`config.mk`:
```
export PLATFORM = sky130hd
export DESIGN_NAME = tick_timer
export DESIGN_NICKNAME = d
export VERILOG_FILES = /design/src/rtl/tick_pkg.sv /design/src/rtl/tick_src_sel.sv /design/src/rtl/tick_counter.sv /design/src/rtl/tick_regs.sv /design/src/rtl/tick_timer.sv
export SDC_FILE = /design/constraint.sdc
export NUM_CORES = 1
export LEC_CHECK = 0
export BUFFER_PORTS_ARGS = -buffer_cell sky130_fd_sc_hd__buf_4
export CORE_MARGIN = 1
export CORE_UTILIZATION = 37
export DETAILED_ROUTE_END_ITERATION = 8
export PLACE_DENSITY_LB_ADDON = 0.1
export SETUP_SLACK_MARGIN = 0.05
export SLEW_MARGIN = 20
export SYNTH_ARGS = -nofsm -noshare
export SYNTH_HDL_FRONTEND = slang
export SYNTH_HIERARCHICAL = 1
export SYNTH_SLANG_ARGS = --single-unit
```
`constraint.sdc`:
```
create_clock -name clk -period 3.8 [get_ports clk]
set_input_delay 0.38 -clock clk [delete_from_list [all_inputs] [get_ports clk]]
set_output_delay 0.38 -clock clk [all_outputs]
set_load 0.005 [all_outputs]
```
`src/rtl/tick_pkg.sv`:
```
// Shared constants for the tick timer: register offsets and control bit positions.
// Assumes byte offsets fit in the address width chosen at the top.
package tick_pkg;
    localparam int unsigned OFS_CTRL  = 32'h10;
    localparam int unsigned OFS_RLD   = 32'h14;
    localparam int unsigned OFS_CUR   = 32'h18;
    localparam int unsigned BIT_RUN   = 0;
    localparam int unsigned BIT_PEND  = 1;
    localparam int unsigned BIT_CORE  = 2;
    localparam int unsigned BIT_FLAG  = 16;
endpackage

```
`src/rtl/tick_src_sel.sv`:
```
// Count source selection: produces the per-cycle step enable.
// With SYNC_STAGES = 0 the reference input is assumed to be a one-cycle strobe
// already synchronous to clk; otherwise it is treated as a raw slow clock that is
// synchronised and edge-detected here.
module tick_src_sel #(
    parameter int unsigned SYNC_STAGES = 0
) (
    input  logic clk,
    input  logic rst_n,
    input  logic run_i,
    input  logic core_sel_i,
    input  logic ref_i,
    output logic step_o
);
    logic ref_step;

    generate
        if (SYNC_STAGES == 0) begin : g_direct
            assign ref_step = ref_i;
        end else begin : g_sync
            logic [SYNC_STAGES:0] sync_q;
            // Shift the raw reference through the synchroniser chain.
            always_ff @(posedge clk) begin
                if (!rst_n) sync_q <= '0;
                else        sync_q <= {sync_q[SYNC_STAGES-1:0], ref_i};
            end
            assign ref_step = sync_q[SYNC_STAGES-1] & ~sync_q[SYNC_STAGES];
        end
    endgenerate

    // Step when running, on every cycle or only on reference strobes.
    always_comb begin
        step_o = run_i & (core_sel_i | ref_step);
    end

    AST_STEP_NEEDS_RUN: assert property (@(posedge clk) disable iff (!rst_n)
        step_o |-> run_i);
    AST_CORE_ALWAYS_STEPS: assert property (@(posedge clk) disable iff (!rst_n)
        (run_i && core_sel_i) |-> step_o);
endmodule

```
`src/rtl/tick_counter.sv`:
```
// Down-counter with reload at zero, forced clear, and the registered pend pulse.
// Assumes clear_i and step_i may coincide; the clear wins and suppresses the step.
module tick_counter #(
    parameter int unsigned CNT_W = 24
) (
    input  logic             clk,
    input  logic             rst_n,
    input  logic             step_i,
    input  logic             clear_i,
    input  logic             ien_i,
    input  logic [CNT_W-1:0] reload_i,
    output logic [CNT_W-1:0] count_o,
    output logic             hit_o,
    output logic             pend_o
);
    localparam logic [CNT_W-1:0] ONE = CNT_W'(1);

    logic [CNT_W-1:0] count_q;
    logic             pend_q;

    // Count down, reload at zero, or clear on a software write.
    always_ff @(posedge clk) begin
        if (!rst_n)          count_q <= '0;
        else if (clear_i)    count_q <= '0;
        else if (step_i) begin
            if (count_q == '0) count_q <= reload_i;
            else               count_q <= count_q - ONE;
        end
    end

    // A step from one to zero is the wrap event.
    always_comb begin
        hit_o = step_i & ~clear_i & (count_q == ONE);
    end

    // Register the pend request so it lines up with the zero count.
    always_ff @(posedge clk) begin
        if (!rst_n) pend_q <= 1'b0;
        else        pend_q <= hit_o & ien_i;
    end

    assign count_o = count_q;
    assign pend_o  = pend_q;

    AST_CLEAR_ZERO: assert property (@(posedge clk) disable iff (!rst_n)
        clear_i |=> (count_q == '0));
    AST_STEP_DOWN: assert property (@(posedge clk) disable iff (!rst_n)
        (step_i && !clear_i && count_q != '0) |=> (count_q == $past(count_q) - ONE));
    AST_IDLE_HOLD: assert property (@(posedge clk) disable iff (!rst_n)
        (!step_i && !clear_i) |=> $stable(count_q));
    AST_WRAP_RELOAD: assert property (@(posedge clk) disable iff (!rst_n)
        (step_i && !clear_i && count_q == '0) |=> (count_q == $past(reload_i)));
    AST_PEND_AT_ZERO: assert property (@(posedge clk) disable iff (!rst_n)
        pend_q |-> (count_q == '0));
    AST_PEND_SINGLE: assert property (@(posedge clk) disable iff (!rst_n)
        pend_q |=> !pend_q);
    AST_PARK_ZERO: assert property (@(posedge clk) disable iff (!rst_n)
        (count_q == '0 && reload_i == '0) |=> (count_q == '0));
endmodule

```
`src/rtl/tick_regs.sv`:
```
// Register port: control bits, reload value, sticky count flag and registered read mux.
// Assumes single-cycle read and write strobes; reads see state before the same edge.
module tick_regs
    import tick_pkg::*;
#(
    parameter int unsigned CNT_W = 24,
    parameter int unsigned AW    = 8,
    parameter int unsigned DW    = 32
) (
    input  logic             clk,
    input  logic             rst_n,
    input  logic [AW-1:0]    bus_addr,
    input  logic             bus_wr,
    input  logic             bus_rd,
    input  logic [DW-1:0]    bus_wdata,
    output logic [DW-1:0]    bus_rdata,
    input  logic [CNT_W-1:0] count_i,
    input  logic             hit_i,
    output logic             run_o,
    output logic             ien_o,
    output logic             core_sel_o,
    output logic [CNT_W-1:0] reload_o,
    output logic             cur_clr_o
);
    localparam logic [AW-1:0] A_CTRL = AW'(OFS_CTRL);
    localparam logic [AW-1:0] A_RLD  = AW'(OFS_RLD);
    localparam logic [AW-1:0] A_CUR  = AW'(OFS_CUR);

    logic             run_q, ien_q, core_q, flag_q;
    logic [CNT_W-1:0] reload_q;
    logic [DW-1:0]    rdata_q, rd_mux;
    logic             ctrl_rd;

    assign ctrl_rd   = bus_rd & (bus_addr == A_CTRL);
    assign cur_clr_o = bus_wr & (bus_addr == A_CUR);

    // Control bits are written as a group; other bits are dropped.
    always_ff @(posedge clk) begin
        if (!rst_n) begin
            run_q  <= 1'b0;
            ien_q  <= 1'b0;
            core_q <= 1'b0;
        end else if (bus_wr && bus_addr == A_CTRL) begin
            run_q  <= bus_wdata[BIT_RUN];
            ien_q  <= bus_wdata[BIT_PEND];
            core_q <= bus_wdata[BIT_CORE];
        end
    end

    // Reload value keeps only the counter width.
    always_ff @(posedge clk) begin
        if (!rst_n)                          reload_q <= '0;
        else if (bus_wr && bus_addr == A_RLD) reload_q <= bus_wdata[CNT_W-1:0];
    end

    // Sticky flag: a new wrap beats a clear in the same cycle.
    always_ff @(posedge clk) begin
        if (!rst_n)                    flag_q <= 1'b0;
        else if (hit_i)                flag_q <= 1'b1;
        else if (ctrl_rd || cur_clr_o) flag_q <= 1'b0;
    end

    // Select the addressed register for the read path.
    always_comb begin
        rd_mux = '0;
        unique case (bus_addr)
            A_CTRL: begin
                rd_mux[BIT_RUN]  = run_q;
                rd_mux[BIT_PEND] = ien_q;
                rd_mux[BIT_CORE] = core_q;
                rd_mux[BIT_FLAG] = flag_q;
            end
            A_RLD:   rd_mux = DW'(reload_q);
            A_CUR:   rd_mux = DW'(count_i);
            default: rd_mux = '0;
        endcase
    end

    // Read data is registered and zero when no read was made.
    always_ff @(posedge clk) begin
        if (!rst_n)      rdata_q <= '0;
        else if (bus_rd) rdata_q <= rd_mux;
        else             rdata_q <= '0;
    end

    assign run_o      = run_q;
    assign ien_o      = ien_q;
    assign core_sel_o = core_q;
    assign reload_o   = reload_q;
    assign bus_rdata  = rdata_q;

    AST_FLAG_SET: assert property (@(posedge clk) disable iff (!rst_n)
        hit_i |=> flag_q);
    AST_FLAG_READ_CLEAR: assert property (@(posedge clk) disable iff (!rst_n)
        (ctrl_rd && !hit_i) |=> !flag_q);
    AST_CUR_WRITE_CLEARS_FLAG: assert property (@(posedge clk) disable iff (!rst_n)
        cur_clr_o |=> !flag_q);
    AST_RDATA_IDLE_ZERO: assert property (@(posedge clk) disable iff (!rst_n)
        !bus_rd |=> (bus_rdata == '0));
    AST_RLD_UPPER_ZERO: assert property (@(posedge clk) disable iff (!rst_n)
        (bus_rd && bus_addr == A_RLD) |=> (bus_rdata[DW-1:CNT_W] == '0));
endmodule

```
`src/rtl/tick_timer.sv`:
```
// Top of the periodic tick down-counter: ties register port, source select and counter.
// Assumes CNT_W < DW and that bit 16 of the data word exists (DW > 16).
module tick_timer #(
    parameter int unsigned CNT_W           = 24,
    parameter int unsigned AW              = 8,
    parameter int unsigned DW              = 32,
    parameter int unsigned REF_SYNC_STAGES = 0
) (
    input  logic          clk,
    input  logic          rst_n,
    input  logic [AW-1:0] bus_addr,
    input  logic          bus_wr,
    input  logic          bus_rd,
    input  logic [DW-1:0] bus_wdata,
    output logic [DW-1:0] bus_rdata,
    input  logic          ref_tick,
    output logic          tick_pend
);
    logic             run, ien, core_sel, step, cur_clr, hit;
    logic [CNT_W-1:0] reload, count;

    tick_regs #(.CNT_W(CNT_W), .AW(AW), .DW(DW)) u_regs (
        .clk        (clk),
        .rst_n      (rst_n),
        .bus_addr   (bus_addr),
        .bus_wr     (bus_wr),
        .bus_rd     (bus_rd),
        .bus_wdata  (bus_wdata),
        .bus_rdata  (bus_rdata),
        .count_i    (count),
        .hit_i      (hit),
        .run_o      (run),
        .ien_o      (ien),
        .core_sel_o (core_sel),
        .reload_o   (reload),
        .cur_clr_o  (cur_clr)
    );

    tick_src_sel #(.SYNC_STAGES(REF_SYNC_STAGES)) u_src (
        .clk        (clk),
        .rst_n      (rst_n),
        .run_i      (run),
        .core_sel_i (core_sel),
        .ref_i      (ref_tick),
        .step_o     (step)
    );

    tick_counter #(.CNT_W(CNT_W)) u_cnt (
        .clk      (clk),
        .rst_n    (rst_n),
        .step_i   (step),
        .clear_i  (cur_clr),
        .ien_i    (ien),
        .reload_i (reload),
        .count_o  (count),
        .hit_o    (hit),
        .pend_o   (tick_pend)
    );

    AST_NO_PEND_ON_CLEAR: assert property (@(posedge clk) disable iff (!rst_n)
        cur_clr |=> !tick_pend);
    AST_PEND_NEEDS_ENABLE: assert property (@(posedge clk) disable iff (!rst_n)
        (!ien) |=> !tick_pend);
endmodule

```
Yosys cells after proc, flatten, opt, wreduce, memory -nomap -nowiden --
Index checks and enable logic that the tools add are counted.
Cells by class: $lt $le $gt $ge 0, equality and inequality tests 4, add/subtract/negate cells 1, div/mod/pow operators 0, bitwise gates (word level) 9, reductions and logical operators 7, multiplexer cells 7, shift operators 0, $mul 0
Operator list (number):
- $pmux W13 S2 | 1
- $eq A24 B1 Y1 const B | 1
- $eq A8 B5 Y1 const B | 3
- $logic_not A24 Y1 | 1
- $mux W24 | 1
- $sub A24 B1 Y24 const B | 1
- $pmux W7 S2 | 1
- $pmux W3 S3 | 1
- $and A1 B1 Y1 | 6
- $pmux W1 S3 | 1
- $logic_and A1 B1 Y1 | 2
- $mux W1 | 2
- $not A1 Y1 | 2
- $reduce_and A2 Y1 | 1
- $reduce_bool A2 Y1 | 1
- $reduce_or A2 Y1 | 1
- $logic_or A1 B1 Y1 | 1
- $or A1 B1 Y1 | 1
Storage, ports and cells: memories 0, flip-flop bits (word level) 85, ROM bits 0, RAM bits 0, bits in latches 0, bits of input ports 45, output and inout port bits 33

Depth between registers and ports, before layout --
depth after elaboration 6, mapped depth 10, mapped depth without buffers 7

By module --
The synthesis kept the hierarchy.
Modules (own cells, without submodules):
- tick_regs | times used 1, cells each 224, area each 2077.0 µm²
- tick_counter | times used 1, cells each 195, area each 1659.1 µm²
- tick_src_sel | times used 1, cells each 1, area each 7.5 µm²

Worst setup path after synthesis --
Ideal clock, no wire load.
path type flip-flop to flip-flop, start reg u_cnt.count_q[15], in the netlist u_cnt/count_o[15], end reg u_cnt.count_q[22], in the netlist u_cnt/count_o[22], data required time 3.683 ns, stages on the path, launching flop included 9, data arrival time 2.015 ns, period minus slack after synthesis 2.132 ns, library setup time 0.117 ns, path slack 1.668 ns, cells stage by stage dfxtp_1 > buf_2 > nor4_4 > nand4_2 > or2_1 > buf_6 > buf_6 > mux2_1 > a32o_1
On the way: word-level cells in the longest chain between the ends 2
RTL lines:
- start, declared | RTL line tick_counter.sv:18 | logic [CNT_W-1:0] count_q;
- start signal, assigned | RTL line tick_counter.sv:26 | if (count_q == '0) count_q <= reload_i;
- start signal, assigned | RTL line tick_counter.sv:27 | else count_q <= count_q - ONE;
- $sub A24 B1 Y24 / $logic_not A24 Y1 (equally long branches) | RTL line tick_counter.sv:27, tick_counter.sv:26
- $mux W24 * | RTL line tick_counter.sv:26
Mark *: on every way between the ends. The rest lies on a longest branch, timed or not. A chain may end at the register's enable or synchronous reset.

Final worst setup path --
start reg u_cnt.count_q[9], in the netlist u_cnt/count_o[9], end reg u_cnt.count_q[3], in the netlist u_cnt/count_o[3]
On the way: word-level cells in the longest chain between the ends 2
RTL lines (RTL line):
- $logic_not A24 Y1 | tick_counter.sv:26
- $mux W24 | tick_counter.sv:26
No other way between the ends.

==> reports/metrics.csv <==
metric,value,unit
instances_no_fill,609,
period_needed,2.57,ns
htreeDepth,3,
diodes,0,
clkTransAtPathRegs,0.08,ns
drt_iter0_drc,163,
status,completed,
dp.cells,594,
clockBufferDepth,2,
cpLargestDelayFamily,simple AND/OR/NAND/NOR gates,
grt_pass1_vias,2920,
worstPathArrival,2.81,ns
hold_path_depth,3,
syn-cell-area,3740,sq um
synthArstFlopShare,0,%
dp_hpwl,6.56,mm
hold_buffers,0,
cts_resized,0,
portBuffers,61,
die-area,10500,sq um
areaGrowthSynthToFinish,19.8,%
hp-start,bus_wdata[20],
ys_ff_latch,77,
relSlewSlack,42.8,%
swShare,21.2,%
cts_setup_buffers,0,
start_util,38.3,%
max-cap-violations,0,
row_count,36,
r2r_start,u_cnt/count_o[9],
grt_usage,19.4,%
final_util,45.9,%
worst_pin_slew,0.857,ns
grt_max_degree,57,
p_sw,344,uW
place_area,4250,sq um
avgRoutedWirePerCell,15.8,um
ys.flop_type,dfxtp_1,
ir_drop,0.156,mV
syn_avg_cell_area,8.91,sq um
core,9770,sq um
critPathKind,register to register,
worstSkewPairLatency,0.35,ns
ys_warn_count,6,
fmax,389,MHz
io_pins,78,
die_h,103,um
cp_slowest_stage_delay,0.58,ns
rsz0062_at_grt,false,
overflow,0,
path_cells,nor4_4 > nand4_4 > nor2_1 > buf_4 > o21ai_0 > a32o_1,
clockRootBuffer,clkbuf_8,
total_leakage_power,0.00191,uW
hold_end,u_regs/reload_o[20],
r2r_slack,1.23,ns
synth_enable_flop_cells,0,
final_hold_viol_count,0,
drive_gt1_share,21.6,%
grt_pass1_wl,15.4,mm
yosysSeqAreaShare,41.2,%
r2r_end,u_cnt/count_o[3],
drt_wl_total,9.63,mm
cpMaxStageDelayCell,nor4_4,
fin_nets,520,
syn_inst,420,
clkPwrFrac,45.2,%
cts_tree,yes,
synth_cell_types,55,
path_max_fanout,9,
p_int,1280,uW
cts_buffers,9,
critPathLaunchType,register,
via_per_inst,5.31,
antenna_found_initial,0,
drc,0,
design_area,4480,sq um
cp-end-kind,register,
cts.sinks,77,
drv_slew,0,
p_total,1620,uW
final-setup-viol-count,0,
path_buf_inv,1,
rr_worst_depth,6,
hp-class,primary input to register,
combPwrFrac,4.9,%
die_x,103,um
drt-pass1-iter-count,4,
setup_tns,0,ns
min_period_over_period,67.6,%
postRouteAntennaNets,0,
routabilityCongestion,0.884,
p_seq_share,49.8,%
clock_skew,0.00757,ns
routed-via-count,3233,
cp.required,4.04,ns
p_per_area,361,nW/um^2
-- worst reg2reg max path, stage by stage, from the launching register on --
cell	delay [ns]
dfxtp_1	0.40
nor4_4	0.59
nand4_4	0.24
nor2_1	0.57
buf_4	0.29
o21ai_0	0.10
a32o_1	0.28
-- worst max-delay path by stage --
stage | start | to | depth (start not counted)
6_report | u_cnt/count_o[9] | u_cnt/count_o[3] | 6
5_1_grt | u_cnt/count_o[2] | u_cnt/count_o[12] | 6
4_1_cts | u_cnt/count_o[9] | u_cnt/count_o[22] | 5
3_5_place_dp | u_cnt/count_o[9] | u_cnt/count_o[22] | 5
3_3_place_gp | u_cnt/count_o[9] | u_cnt/count_o[22] | 5
2_1_floorplan | u_cnt/count_o[15] | u_cnt/count_o[22] | 8
-- layout make-up --
class / instances / area, sq um
clock buffer: 11 / 131
clock inverter: 4 / 97.6
fill: 995 / 5290
inverter: 6 / 22.5
multi-input combinational: 309 / 2010
sequential: 77 / 1540
tap: 133 / 166
timing repair buffer: 69 / 518
-- cells in the final DEF, fill, tap and decap left out, drive strengths merged, types with 2 or more instances in the layout --
cell / n
nor2: 41
nand2b: 2
a21oi: 5
and3: 2
a31oi: 8
or4: 2
mux2: 9
o41ai: 2
dfxtp: 77
a32o: 11
clkbuf: 11
o21a: 2
mux2i: 34
nor4b: 3
nor2b: 5
or2: 5
buf: 69
o31ai: 2
o22ai: 3
o2bb2ai: 3
nand2: 66
inv: 5
o21ai: 15
a22oi: 20
ha: 3
bufinv: 3
nand3: 8
a211oi: 4
conb: 8
a21o: 4
nor3: 17
nor4: 8
nand4: 6
-- per-layer routing --
metal	global-route usage, %	part of all wire, %	wire [um]
met5	0	0	0
met4	7.58	1.4	130
met3	3.12	5.5	528
met2	27.8	42	4010
met1	28.7	52	4960
-- cells by family (layout without fill, tap and decap cells) --
| kind of cell | after synthesis | in the layout | share of synthesized area [%] |
|---|---|---|---|
| and+or+nand+nor | 170 | 170 | 23.4 |
| AOI/OAI and AO/OA | 85 | 85 | 16.4 |
| DFF | 77 | 77 | 41.2 |
| muxes | 43 | 43 | 12.0 |
| buffers and inverters | 41 | 90 | 5.95 |
| adders and majority gates | 3 | 3 | 1.00 |
| other | 1 | 8 | 0.100 |
-- per-stage QoR --
stage               hold WS, ns  setup WS [ns]
finish                    0.276           1.23
global route              0.272           1.06
global placement          0.465           1.16
CTS                       0.264           1.12
detailed placement        0.471           1.12
floorplan                 0.446           1.67
-- power by group through the flow --
| stage | logic (uW) | registers [uW] | clock network, uW |
|---|---|---|---|
| 6_report | 80.0 | 807 | 733 |
| 3_5_place_dp | 80.4 | 826 | 0 |
| 4_1_cts | 80.6 | 807 | 754 |
| 3_3_place_gp | 79.9 | 826 | 0 |
| 2_1_floorplan | 43.7 | 826 | 0 |
| 5_1_grt | 87.4 | 807 | 783 |
-- sequential cells by signal, summed over array words and instances (netlist names) --
name,count
u_cnt/pend_o,1
u_regs/reload_o,24
u_regs/flag_q,1
u_cnt/count_o,24
u_regs/core_sel_o,1
u_regs/run_o,1
u_regs/ien_o,1
u_regs/bus_rdata,24
-- Yosys cell counts, types with 3 or more instances --
cell type | count | area (sq um)
dfxtp_1 | 77 | 1540
a32o_1 | 11 | 110
nand2_1 | 66 | 248
nor2_1 | 41 | 154
buf_4 | 8 | 60.1
a21oi_1 | 5 | 25.0
nor4_4 | 3 | 63.8
nor3_1 | 16 | 80.1
buf_6 | 4 | 45.0
a31oi_1 | 8 | 50.1
mux2i_1 | 34 | 340
clkbuf_1 | 16 | 60.1
buf_2 | 7 | 35.0
a211oi_1 | 4 | 30.0
o22ai_1 | 3 | 18.8
nor2b_1 | 5 | 31.3
mux2_2 | 6 | 67.6
nor4_1 | 5 | 31.3
o21ai_0 | 15 | 75.1
a21o_1 | 4 | 30.0
inv_1 | 5 | 18.8
or2_2 | 4 | 25.0
a22oi_1 | 20 | 150
o2bb2ai_1 | 3 | 26.3
nand3_1 | 7 | 35.0
nand4_1 | 4 | 25.0
ha_1 | 3 | 37.5
(Power assumes the default switching activity.)
